<file path="config.mk">
export PLATFORM = sky130hd
export DESIGN_NAME = pci_xlat_regs
export DESIGN_NICKNAME = d
export VERILOG_FILES = /design/src/rtl/pci_xlat_pkg.sv /design/src/rtl/xlat_window.sv /design/src/rtl/dev_num_reg.sv /design/src/rtl/xlat_select.sv /design/src/rtl/pci_xlat_regs.sv
export SDC_FILE = /design/constraint.sdc
export NUM_CORES = 1
export LEC_CHECK = 0
export BUFFER_PORTS_ARGS = -buffer_cell sky130_fd_sc_hd__buf_2
export CAP_MARGIN = 20
export CORE_MARGIN = 10
export CORE_UTILIZATION = 45
export DETAILED_ROUTE_END_ITERATION = 10
export GPL_TIMING_DRIVEN = 0
export PLACE_DENSITY = 0.7
export SLEW_MARGIN = 10
export SYNTH_ARGS = -nofsm -noshare
export SYNTH_HDL_FRONTEND = slang
export SYNTH_HIERARCHICAL = 1
export SYNTH_SLANG_ARGS = --single-unit
</file>
<file path="constraint.sdc">
create_clock -name clk -period 2.1 [get_ports clk]
set_input_delay 0.21 -clock clk [delete_from_list [all_inputs] [get_ports clk]]
set_output_delay 0.21 -clock clk [all_outputs]
set_load 0.02 [all_outputs]
</file>
<file path="src/rtl/pci_xlat_pkg.sv">
`timescale 1ns/1ps
package pci_xlat_pkg;
    localparam int DEVNUM_W   = 4;
    localparam int IDSEL_BASE = 16;

    // true when the mask is a run of ones starting at bit 0 (or empty)
    function automatic bit mask_is_contig(input logic [31:0] m);
        logic [32:0] inc;
        inc = {1'b0, m} + 33'd1;
        return ((inc[31:0] & m) == 32'd0);
    endfunction
endpackage

</file>
<file path="src/rtl/xlat_window.sv">
`timescale 1ns/1ps
module xlat_window #(
    parameter int          ADDR_W = 32,
    parameter logic [31:0] MASK   = 32'h0000_1FFF
) (
    input  logic              clk,
    input  logic              rst_n,
    input  logic              wr_en,
    input  logic [ADDR_W-1:0] wdata,
    input  logic [ADDR_W-1:0] local_addr,
    output logic [ADDR_W-1:0] hi_q,
    output logic [ADDR_W-1:0] xlat_addr
);
    localparam logic [ADDR_W-1:0] PASS_MASK = MASK[ADDR_W-1:0];

    if (!pci_xlat_pkg::mask_is_contig(MASK)) begin : g_bad_mask
        $error("window mask must be contiguous from bit 0");
    end

    always_ff @(posedge clk or negedge rst_n) begin
        if (!rst_n) begin
            hi_q <= '0;
        end else if (wr_en) begin
            hi_q <= wdata;
        end
    end

    always_comb begin
        xlat_addr = (hi_q & ~PASS_MASK) | (local_addr & PASS_MASK);
    end

    AST_WIN_LOAD: assert property (@(posedge clk) disable iff (!rst_n)
        wr_en |=> hi_q == $past(wdata));
endmodule

</file>
<file path="src/rtl/dev_num_reg.sv">
`timescale 1ns/1ps
module dev_num_reg #(
    parameter int ADDR_W    = 32,
    parameter int NUM_IDSEL = 16,
    parameter bit PRESENT   = 1'b1
) (
    input  logic                              clk,
    input  logic                              rst_n,
    input  logic                              wr_en,
    input  logic [pci_xlat_pkg::DEVNUM_W-1:0] wdata,
    output logic [pci_xlat_pkg::DEVNUM_W-1:0] dev_q,
    output logic [ADDR_W-1:0]                 idsel
);
    localparam int DW = pci_xlat_pkg::DEVNUM_W;
    localparam int IB = pci_xlat_pkg::IDSEL_BASE;
    localparam logic [DW:0] LIMIT = (DW+1)'(NUM_IDSEL);

    if (NUM_IDSEL < 1 || NUM_IDSEL > (1 << DW) || IB + NUM_IDSEL > ADDR_W) begin : g_bad_cfg
        $error("NUM_IDSEL out of range for the select address bits");
    end

    logic legal;
    assign legal = ({1'b0, wdata} < LIMIT);

    if (PRESENT) begin : g_reg
        always_ff @(posedge clk or negedge rst_n) begin
            if (!rst_n) begin
                dev_q <= '0;
            end else if (wr_en && legal) begin
                dev_q <= wdata;
            end
        end
    end else begin : g_none
        assign dev_q = '0;
    end

    always_comb begin
        idsel = '0;
        idsel[IB + int'(dev_q)] = 1'b1;
    end

    AST_DEV_RANGE: assert property (@(posedge clk) disable iff (!rst_n)
        {1'b0, dev_q} < LIMIT);
    AST_DEV_IGNORE: assert property (@(posedge clk) disable iff (!rst_n)
        (wr_en && !legal) |=> $stable(dev_q));
    AST_IDSEL_ONEHOT: assert property (@(posedge clk) disable iff (!rst_n)
        $countones(idsel) == 1);
endmodule

</file>
<file path="src/rtl/xlat_select.sv">
`timescale 1ns/1ps
module xlat_select #(
    parameter int NUM_WIN = 3,
    parameter int ADDR_W  = 32
) (
    input  logic [NUM_WIN-1:0]             sel,
    input  logic [NUM_WIN-1:0][ADDR_W-1:0] cand,
    output logic [ADDR_W-1:0]              out
);
    always_comb begin
        out = '0;
        for (int i = NUM_WIN - 1; i >= 0; i--) begin
            if (sel[i]) out = cand[i];
        end
    end
endmodule

</file>
<file path="src/rtl/pci_xlat_regs.sv">
`timescale 1ns/1ps
module pci_xlat_regs #(
    parameter int ADDR_W         = 32,
    parameter int NUM_WIN        = 3,
    parameter logic [NUM_WIN-1:0][31:0] WIN_MASK =
        {32'h0000_007F, 32'h01FF_FFFF, 32'h0000_1FFF},
    parameter int NUM_IDSEL      = 16,
    parameter bit INCLUDE_CONFIG = 1'b1,
    parameter bit INCLUDE_DEVNUM = 1'b1,
    localparam int SLOT_W        = $clog2(NUM_WIN + 1)
) (
    input  logic               clk,
    input  logic               rst_n,
    input  logic               reg_wr,
    input  logic [SLOT_W-1:0]  reg_addr,
    input  logic [ADDR_W-1:0]  reg_wdata,
    output logic [ADDR_W-1:0]  reg_rdata,
    input  logic [NUM_WIN-1:0] win_sel,
    input  logic [ADDR_W-1:0]  local_addr,
    output logic [ADDR_W-1:0]  pci_addr,
    output logic [ADDR_W-1:0]  idsel_addr
);
    localparam int DW = pci_xlat_pkg::DEVNUM_W;
    localparam logic [SLOT_W-1:0] DEV_SLOT = SLOT_W'(NUM_WIN);
    localparam logic [ADDR_W-1:0] MASK0 = WIN_MASK[0][ADDR_W-1:0];

    logic [NUM_WIN-1:0][ADDR_W-1:0] hi_q;
    logic [NUM_WIN-1:0][ADDR_W-1:0] xlat;
    logic [DW-1:0]                  dev_q;

    for (genvar g = 0; g < NUM_WIN; g++) begin : g_win
        logic wr_hit;
        assign wr_hit = reg_wr && (reg_addr == SLOT_W'(g));
        xlat_window #(
            .ADDR_W (ADDR_W),
            .MASK   (WIN_MASK[g])
        ) u_win (
            .clk        (clk),
            .rst_n      (rst_n),
            .wr_en      (wr_hit),
            .wdata      (reg_wdata),
            .local_addr (local_addr),
            .hi_q       (hi_q[g]),
            .xlat_addr  (xlat[g])
        );
    end

    xlat_select #(
        .NUM_WIN (NUM_WIN),
        .ADDR_W  (ADDR_W)
    ) u_sel (
        .sel  (win_sel),
        .cand (xlat),
        .out  (pci_addr)
    );

    dev_num_reg #(
        .ADDR_W    (ADDR_W),
        .NUM_IDSEL (NUM_IDSEL),
        .PRESENT   (INCLUDE_CONFIG && INCLUDE_DEVNUM)
    ) u_dev (
        .clk   (clk),
        .rst_n (rst_n),
        .wr_en (reg_wr && (reg_addr == DEV_SLOT)),
        .wdata (reg_wdata[DW-1:0]),
        .dev_q (dev_q),
        .idsel (idsel_addr)
    );

    always_comb begin
        reg_rdata = '0;
        for (int i = 0; i < NUM_WIN; i++) begin
            if (reg_addr == SLOT_W'(i)) reg_rdata = hi_q[i];
        end
        if (reg_addr == DEV_SLOT) reg_rdata = {{(ADDR_W-DW){1'b0}}, dev_q};
    end

    AST_NOHIT_ZERO: assert property (@(posedge clk) disable iff (!rst_n)
        (win_sel == '0) |-> (pci_addr == '0));
    AST_WIN0_PASS: assert property (@(posedge clk) disable iff (!rst_n)
        win_sel[0] |-> (((pci_addr ^ local_addr) & MASK0) == '0));
    AST_DEV_UPPER_ZERO: assert property (@(posedge clk) disable iff (!rst_n)
        (reg_addr == DEV_SLOT) |-> (reg_rdata[ADDR_W-1:DW] == '0));
endmodule

</file>
==> results.sh, run 1 <==
export IMPL_status="complete, no violations"
export IMPL_portBuffers=115
export IMPL_hold_class="input pin to register"
export IMPL_max_freq_ghz=0.575
export IMPL_synth_area_leaders="dfrtp_1 (35%), mux2_4 (19%), buf_4 (12%)"
export IMPL_p_sw_share_pct=31.2
export IMPL_synthDistinctLibCells=28
export IMPL_worst_path_stages=2
export IMPL_ys_warn_count=6
export IMPL_gr_total_overflow=0
export IMPL_die_h_um=146
export IMPL_routed_via_density=4.96
export IMPL_layout_min_cycle_time_ps=1740
export IMPL_cpPeakStageDelay_ps=530
export IMPL_hold_violations=0
export IMPL_cap_violations=0
export IMPL_insertion_delay_ps=340
export IMPL_drv_slew=0
export IMPL_netlist_area_leader_share_pct=35.2
export IMPL_critPathTopFamily="multiplexers"
export IMPL_powerDensity_mw_per_mm2=784
export IMPL_drtAntennaViolNets=0
export IMPL_rsz0062_at_grt="false"
export IMPL_period_share_pct=82.8
export IMPL_die_x_um=146
export IMPL_crit_slowest_cell="mux4_2"
export IMPL_cts_root_buf="clkbuf_16"
export IMPL_met1_length_um=7660
export IMPL_clkPwrFrac_pct=24.4
export IMPL_synth_seq_area_share_pct=35.2
export IMPL_crit_chain="mux4_2, buf_2"
export IMPL_clk_path_buf_depth=2
export IMPL_p_int_w=0.00449
export IMPL_hold_path_depth=2
export IMPL_finalSetupViolations=0
export IMPL_cp_required_ps=1890
export IMPL_ys_ff_latch=100
export IMPL_clock_sinks=100
export IMPL_dr_pass1_iters=4
export IMPL_crit_arrival_ps=1530
export IMPL_grt_max_degree=53
export IMPL_core_mm2=0.0153
export IMPL_numCtsBuffers=9
export IMPL_io_pins=168
export IMPL_met2_length_um=8590
export IMPL_cp_end_kind="output port"
export IMPL_start_util_pct=46.4
export IMPL_syn_inst=567
export IMPL_worst_slack_ps=361
export IMPL_gp_congestion=0.781
export IMPL_stdcell_area_mm2=0.00833
export IMPL_final_cell_mix="buf_2 (126), buf_4 (115), dfrtp_1 (100)"
export IMPL_wire_per_inst_um=19.2
export IMPL_power_frac_comb_pct=35.7
export IMPL_met3_length_um=1450
export IMPL_cts_tree="yes"
export IMPL_start_kind="register"
export IMPL_cp_max_fo=9
export IMPL_p_switching_w=0.00204
export IMPL_routed_top_layer="met5"
export IMPL_reg2reg_depth=2
export IMPL_drt_total_wl_um=17800
export IMPL_dieArea_mm2=0.0212
export IMPL_dr_total_vias=4599
export IMPL_yosysTopAreaCell="dfrtp_1"
export IMPL_grt_antenna_before_repair=2
export IMPL_fin_nets=782
export IMPL_grt_pass1_wl_um=28600
export IMPL_grt_pass1_vias=5093
export IMPL_pre_cts_slack_ps=469
export IMPL_power_frac_seq_pct=39.9
export IMPL_worst_slew_pin_slew_ps=670
export IMPL_synthToLayoutAreaGrowth_pct=17.3
export IMPL_reg2reg_slack_ps=1050
export IMPL_cts_htree_levels=3
export IMPL_skew_ps=0
export IMPL_route_detailed_drc=0
export IMPL_path_class="register to output port"
export IMPL_dp_hpwl_um=13200
export IMPL_synth_area_mm2=0.00710
export IMPL_relSlewSlack_pct=55.4
export IMPL_layout_commonest_cell="buf_2"
export IMPL_ir_worst_vdd_v=0.000394
export IMPL_place_area_mm2=0.00803
export IMPL_grt_use_total_pct=16.5
export IMPL_cp_num_buf_inv=1
export IMPL_row_count=45
export IMPL_drt_first_iter_violations=264
export IMPL_post_synth_cell_area_avg_um2=12.5
export IMPL_leakage_nw=3.98
export IMPL_clk_pin_slew_ps=70
export IMPL_drive_above_1_share_pct=58.6
[per-stage QoR]
step,setup TNS (ps),instances,total power (W),hold WS [ps],util (%)
2_1_floorplan,0,582,0.00435,-85.6,-
3_3_place_gp,-15560,908,0.00488,469,52.2
3_5_place_dp,0,909,0.00497,282,52.4
4_1_cts,0,926,0.00658,122,54.4
5_1_grt,0,926,0.00687,121,54.4
6_report,0,927,0.00653,125,54.4
[Yosys cell counts]
cell type / instances
buf_6: 18
mux2_4: 90
nor3b_1: 1
nor4b_4: 4
buf_8: 1
nand2_1: 1
buf_4: 114
nor2b_4: 1
and4bb_2: 2
mux2i_1: 28
buf_12: 11
o2bb2ai_2: 20
buf_2: 12
nor4_2: 1
and4b_1: 4
nor2b_1: 32
conb_1: 1
nand3b_1: 32
mux2_2: 10
and4bb_1: 4
and4_1: 1
o2bb2ai_1: 8
mux4_2: 4
and3b_1: 1
and3_1: 1
dfrtp_1: 100
a21oi_1: 64
nor2_1: 1
[routing by layer]
layer	vias to the layer above	track usage [%]
met3	7	5.46
met2	140	27.9
met5	-	0
li1	2163	-
met1	2287	19.9
met4	2	3.34
[kinds of logic after synthesis]
kind of cell           synth area share, %
AND/OR/NAND/NOR                       10.1
other                               0.0528
multiplexers                          25.8
flip-flops                            35.2
AO/OA/AOI/OAI                         9.73
buffers and inverters                 19.1
[what timing repair did]
| item | in CTS | in global routing |
|---|---|---|
| hold endpoints to repair | 48 | 0 |
| buffers inserted | 0 | 0 |
| resized for setup | 0 | 0 |
| hold buffers | 1 | 0 |
[sequential cells by signal (all words and copies together), names as in the netlist]
| signal | cells |
|---|---|
| g_win.u_win/hi_q | 96 |
| u_dev/dev_q | 4 |
[power groups by stage]
stage / clock [W] / sequential [W] / combinational (W)
CTS: 0.00163 / 0.00260 / 0.00235
detailed placement: 0 / 0.00263 / 0.00234
floorplan: 0 / 0.00253 / 0.00181
global route: 0.00172 / 0.00266 / 0.00249
finish: 0.00160 / 0.00261 / 0.00233
global placement: 0 / 0.00260 / 0.00228
[worst paths after layout]
path                                                          from                                   to
worst min register to register  g_win[1].u_win/hi_q[5]$_DFFE_PN0P_   g_win[1].u_win/hi_q[5]$_DFFE_PN0P_
worst max register to register          u_dev/dev_q[3]$_DFFE_PN0P_           u_dev/dev_q[3]$_DFFE_PN0P_
worst max-delay path                    u_dev/dev_q[3]$_DFFE_PN0P_                         reg_rdata[3]
worst min-delay path                                 reg_wdata[21]  g_win[2].u_win/hi_q[21]$_DFFE_PN0P_
max in group asynchronous                                    rst_n  g_win[2].u_win/hi_q[13]$_DFFE_PN0P_
min in group asynchronous                                    rst_n  g_win[2].u_win/hi_q[21]$_DFFE_PN0P_
[cell type report]
type	instances	area (um^2)
well taps	211	264
diodes	1	2.50
plain buffers	156	1350
clock buffers	13	270
repair buffers	117	616
flip-flops and latches	100	2500
clock inverters	3	20.0
fillers	1329	6990
multi-input cells	326	3300
Power figures use the tool's default switching activity.
==> run 2: changes to the inputs <==
- ABC_AREA: unset -> 1
- PLACE_DENSITY: 0.7 -> 0.73
- clock period: 2.1 -> 1.5 ns (I/O delays scaled with it)
==> run 2 against run 1 <==
Net effect: clock power up 41%; worst setup slack lost 330 ps; combinational power up 12%; largest cell class unchanged; largest power group unchanged.
==> results.sh, run 2 <==
export IMPL_grt_antenna_before_repair=2
export IMPL_grt_max_degree=56
export IMPL_cp_end_kind="output port"
export IMPL_hold_end="g_win[1].u_win/hi_q[31]$_DFFE_PN0P_"
export IMPL_worst_hold_startpoint="reg_wdata[31]"
export IMPL_pre_cts_slack_ps=17.8
export IMPL_largest_reg_flops=96
export IMPL_num_fill_cells=1421
export IMPL_finalSetupViolations=0
export IMPL_cts_tree="yes"
export IMPL_met2_length_um=8550
export IMPL_layout_commonest_cell="nand2_1"
export IMPL_syn_inst=953
export IMPL_synth_area_mm2=0.00661
export IMPL_portBuffers=118
export IMPL_numCtsBuffers=9
export IMPL_synth_area_leaders="dfrtp_1 (38%), nand2_1 (26%), buf_4 (13%)"
export IMPL_reg2reg_slack_ps=720
export IMPL_hold_path_depth=3
export IMPL_relSlewSlack_pct=50.2
export IMPL_timing_rr_start="g_win[2].u_win/hi_q[10]$_DFFE_PN0P_"
export IMPL_setup_tns_ps=0
export IMPL_drv_slew=0
export IMPL_skew_ps=0
export IMPL_start_kind="register"
export IMPL_dr_total_vias=5988
export IMPL_netlist_area_leader_share_pct=37.9
export IMPL_drive_above_1_share_pct=32.1
export IMPL_row_count=44
export IMPL_dr_pass1_iters=4
export IMPL_final_seq_area_mm2=0.00250
export IMPL_period_share_pct=97.9
export IMPL_worst_slew_pin_slew_ps=742
export IMPL_layout_min_cycle_time_ps=1470
export IMPL_clk_pin_slew_ps=70
export IMPL_routed_via_density=4.58
export IMPL_post_synth_cell_area_avg_um2=6.94
export IMPL_dieArea_mm2=0.0199
export IMPL_grt_use_total_pct=17.9
export IMPL_worst_slack_ps=31.3
export IMPL_max_freq_ghz=0.681
export IMPL_rsz0062_at_grt="true"
export IMPL_start_util_pct=45.7
export IMPL_routed_top_layer="met5"
export IMPL_die_x_um=141
export IMPL_synth_most_common_cell="nand2_1"
export IMPL_fin_util_pct=55.6
export IMPL_reg2reg_depth=3
export IMPL_async_flop_share_pct=100
export IMPL_hold_violations=0
export IMPL_leakage_nw=4.56
export IMPL_synthToLayoutAreaGrowth_pct=21.7
export IMPL_reg_largest_list="g_win.u_win/hi_q (96), u_dev/dev_q (4)"
export IMPL_multi_input_area_mm2=0.00281
export IMPL_ys_ff_latch=100
export IMPL_powerDensity_mw_per_mm2=1030
export IMPL_core_mm2=0.0145
export IMPL_synth_flop_cell="dfrtp_1"
export IMPL_hold_class="input pin to register"
export IMPL_whs_ps=24.4
export IMPL_gr_total_overflow=0
export IMPL_grt_pass1_wl_um=29200
export IMPL_p_total_w=0.00831
export IMPL_path_class="register to output port"
export IMPL_regMostFlops="g_win.u_win/hi_q"
export IMPL_fin_nets=1190
export IMPL_final_cell_mix="nand2_1 (450), buf_4 (151), nor2_1 (138)"
export IMPL_clock_sinks=100
export IMPL_synth_top_cells_by_count="nand2_1 (454), nor2_1 (145), buf_4 (117)"
export IMPL_wire_per_inst_um=13.9
export IMPL_crit_arrival_ps=1320
export IMPL_cp_max_fo=3
export IMPL_met1_length_um=7940
export IMPL_cts_root_buf="clkbuf_16"
export IMPL_die_h_um=141
export IMPL_synthDistinctLibCells=19
export IMPL_dp_hpwl_um=13200
export IMPL_drtAntennaViolNets=0
export IMPL_insertion_delay_ps=350
export IMPL_grt_pass1_vias=5626
export IMPL_io_pins=168
export IMPL_cap_violations=0
export IMPL_yosysTopAreaCell="dfrtp_1"
export IMPL_cp_required_ps=1350
export IMPL_drt_total_wl_um=18200
export IMPL_ir_worst_vdd_v=0.000607
export IMPL_r2r_end="g_win[2].u_win/hi_q[10]$_DFFE_PN0P_"
export IMPL_drt_first_iter_violations=315
export IMPL_clk_path_buf_depth=2
export IMPL_gp_congestion=0.841
export IMPL_synth_seq_area_share_pct=37.9
export IMPL_status="complete, no violations"
export IMPL_ys_warn_count=6
export IMPL_route_detailed_drc=0
export IMPL_met3_length_um=1390
export IMPL_synth_edf_count=0
export IMPL_cts_htree_levels=3
-- run 2: worst max-delay path by stage --
stage / slack [ps] / from / to
after floorplan: 400 / reg_addr[0] / g_win[2].u_win/hi_q[30]$_DFFE_PN0P_
after global placement: -810 / rst_n / g_win[0].u_win/hi_q[13]$_DFFE_PN0P_
final: 30 / g_win[1].u_win/hi_q[29]$_DFFE_PN0P_ / pci_addr[29]
after detailed placement: 20 / reg_addr[1] / reg_rdata[28]
after CTS: 5 / g_win[2].u_win/hi_q[31]$_DFFE_PN0P_ / pci_addr[31]
after global routing: -50 / g_win[2].u_win/hi_q[22]$_DFFE_PN0P_ / pci_addr[22]
-- run 2: per-layer routing --
metal / global-route usage [%] / vias to the layer above
met2: 29.1 / 196
li1: - / 3091
met3: 4.50 / 21
met1: 22.5 / 2678
met5: 0 / -
met4: 5.98 / 2
-- run 2: per-stage QoR --
step	cell area, um^2	std cells
6_report	8040	1308
5_1_grt	8040	1308
4_1_cts	7840	1289
3_5_place_dp	7520	1271
3_3_place_gp	7490	1270
2_1_floorplan	6670	968
-- run 2: power by group --
part	internal, W	leakage, nW	switching [W]
logic	0.00118	3.18	0.00142
clock network	0.00122	0.134	0.00104
registers	0.00313	1.25	0.000324
-- run 2: cell type report --
type | instances | share of cell area [%]
multi-input combinational | 699 | 35.0
sequential | 100 | 31.1
buffer | 151 | 15.8
timing repair buffer | 146 | 10.8
clock buffer | 11 | 3.14
tap | 184 | 2.86
inverter | 11 | 0.793
clock inverter | 5 | 0.451
antenna | 1 | 0.0311
-- run 2: repair_timing --
action                                  4_1_cts  5_1_grt
hold endpoints to repair                     54        0
setup buffers                                 1       25
hold buffers                                  1        0
endpoints found under the setup margin        2       52
pin swaps                                     0       16
gates resized for setup                       4       29
-- run 2: critical path, cell delays in order (launching register included) --
cell and delay, ps:
dfrtp_1 400, buf_6 110, nand2_2 40, nand2_1 60, nor2_1 40, nor2_1 150, buf_4 170
-- run 2: cell families after synthesis --
group,after synthesis,synth area share (%)
other cells,1,0.0567
buf+inv,169,20.9
compound gates,4,0.303
flops,100,37.9
simple gates,679,40.9
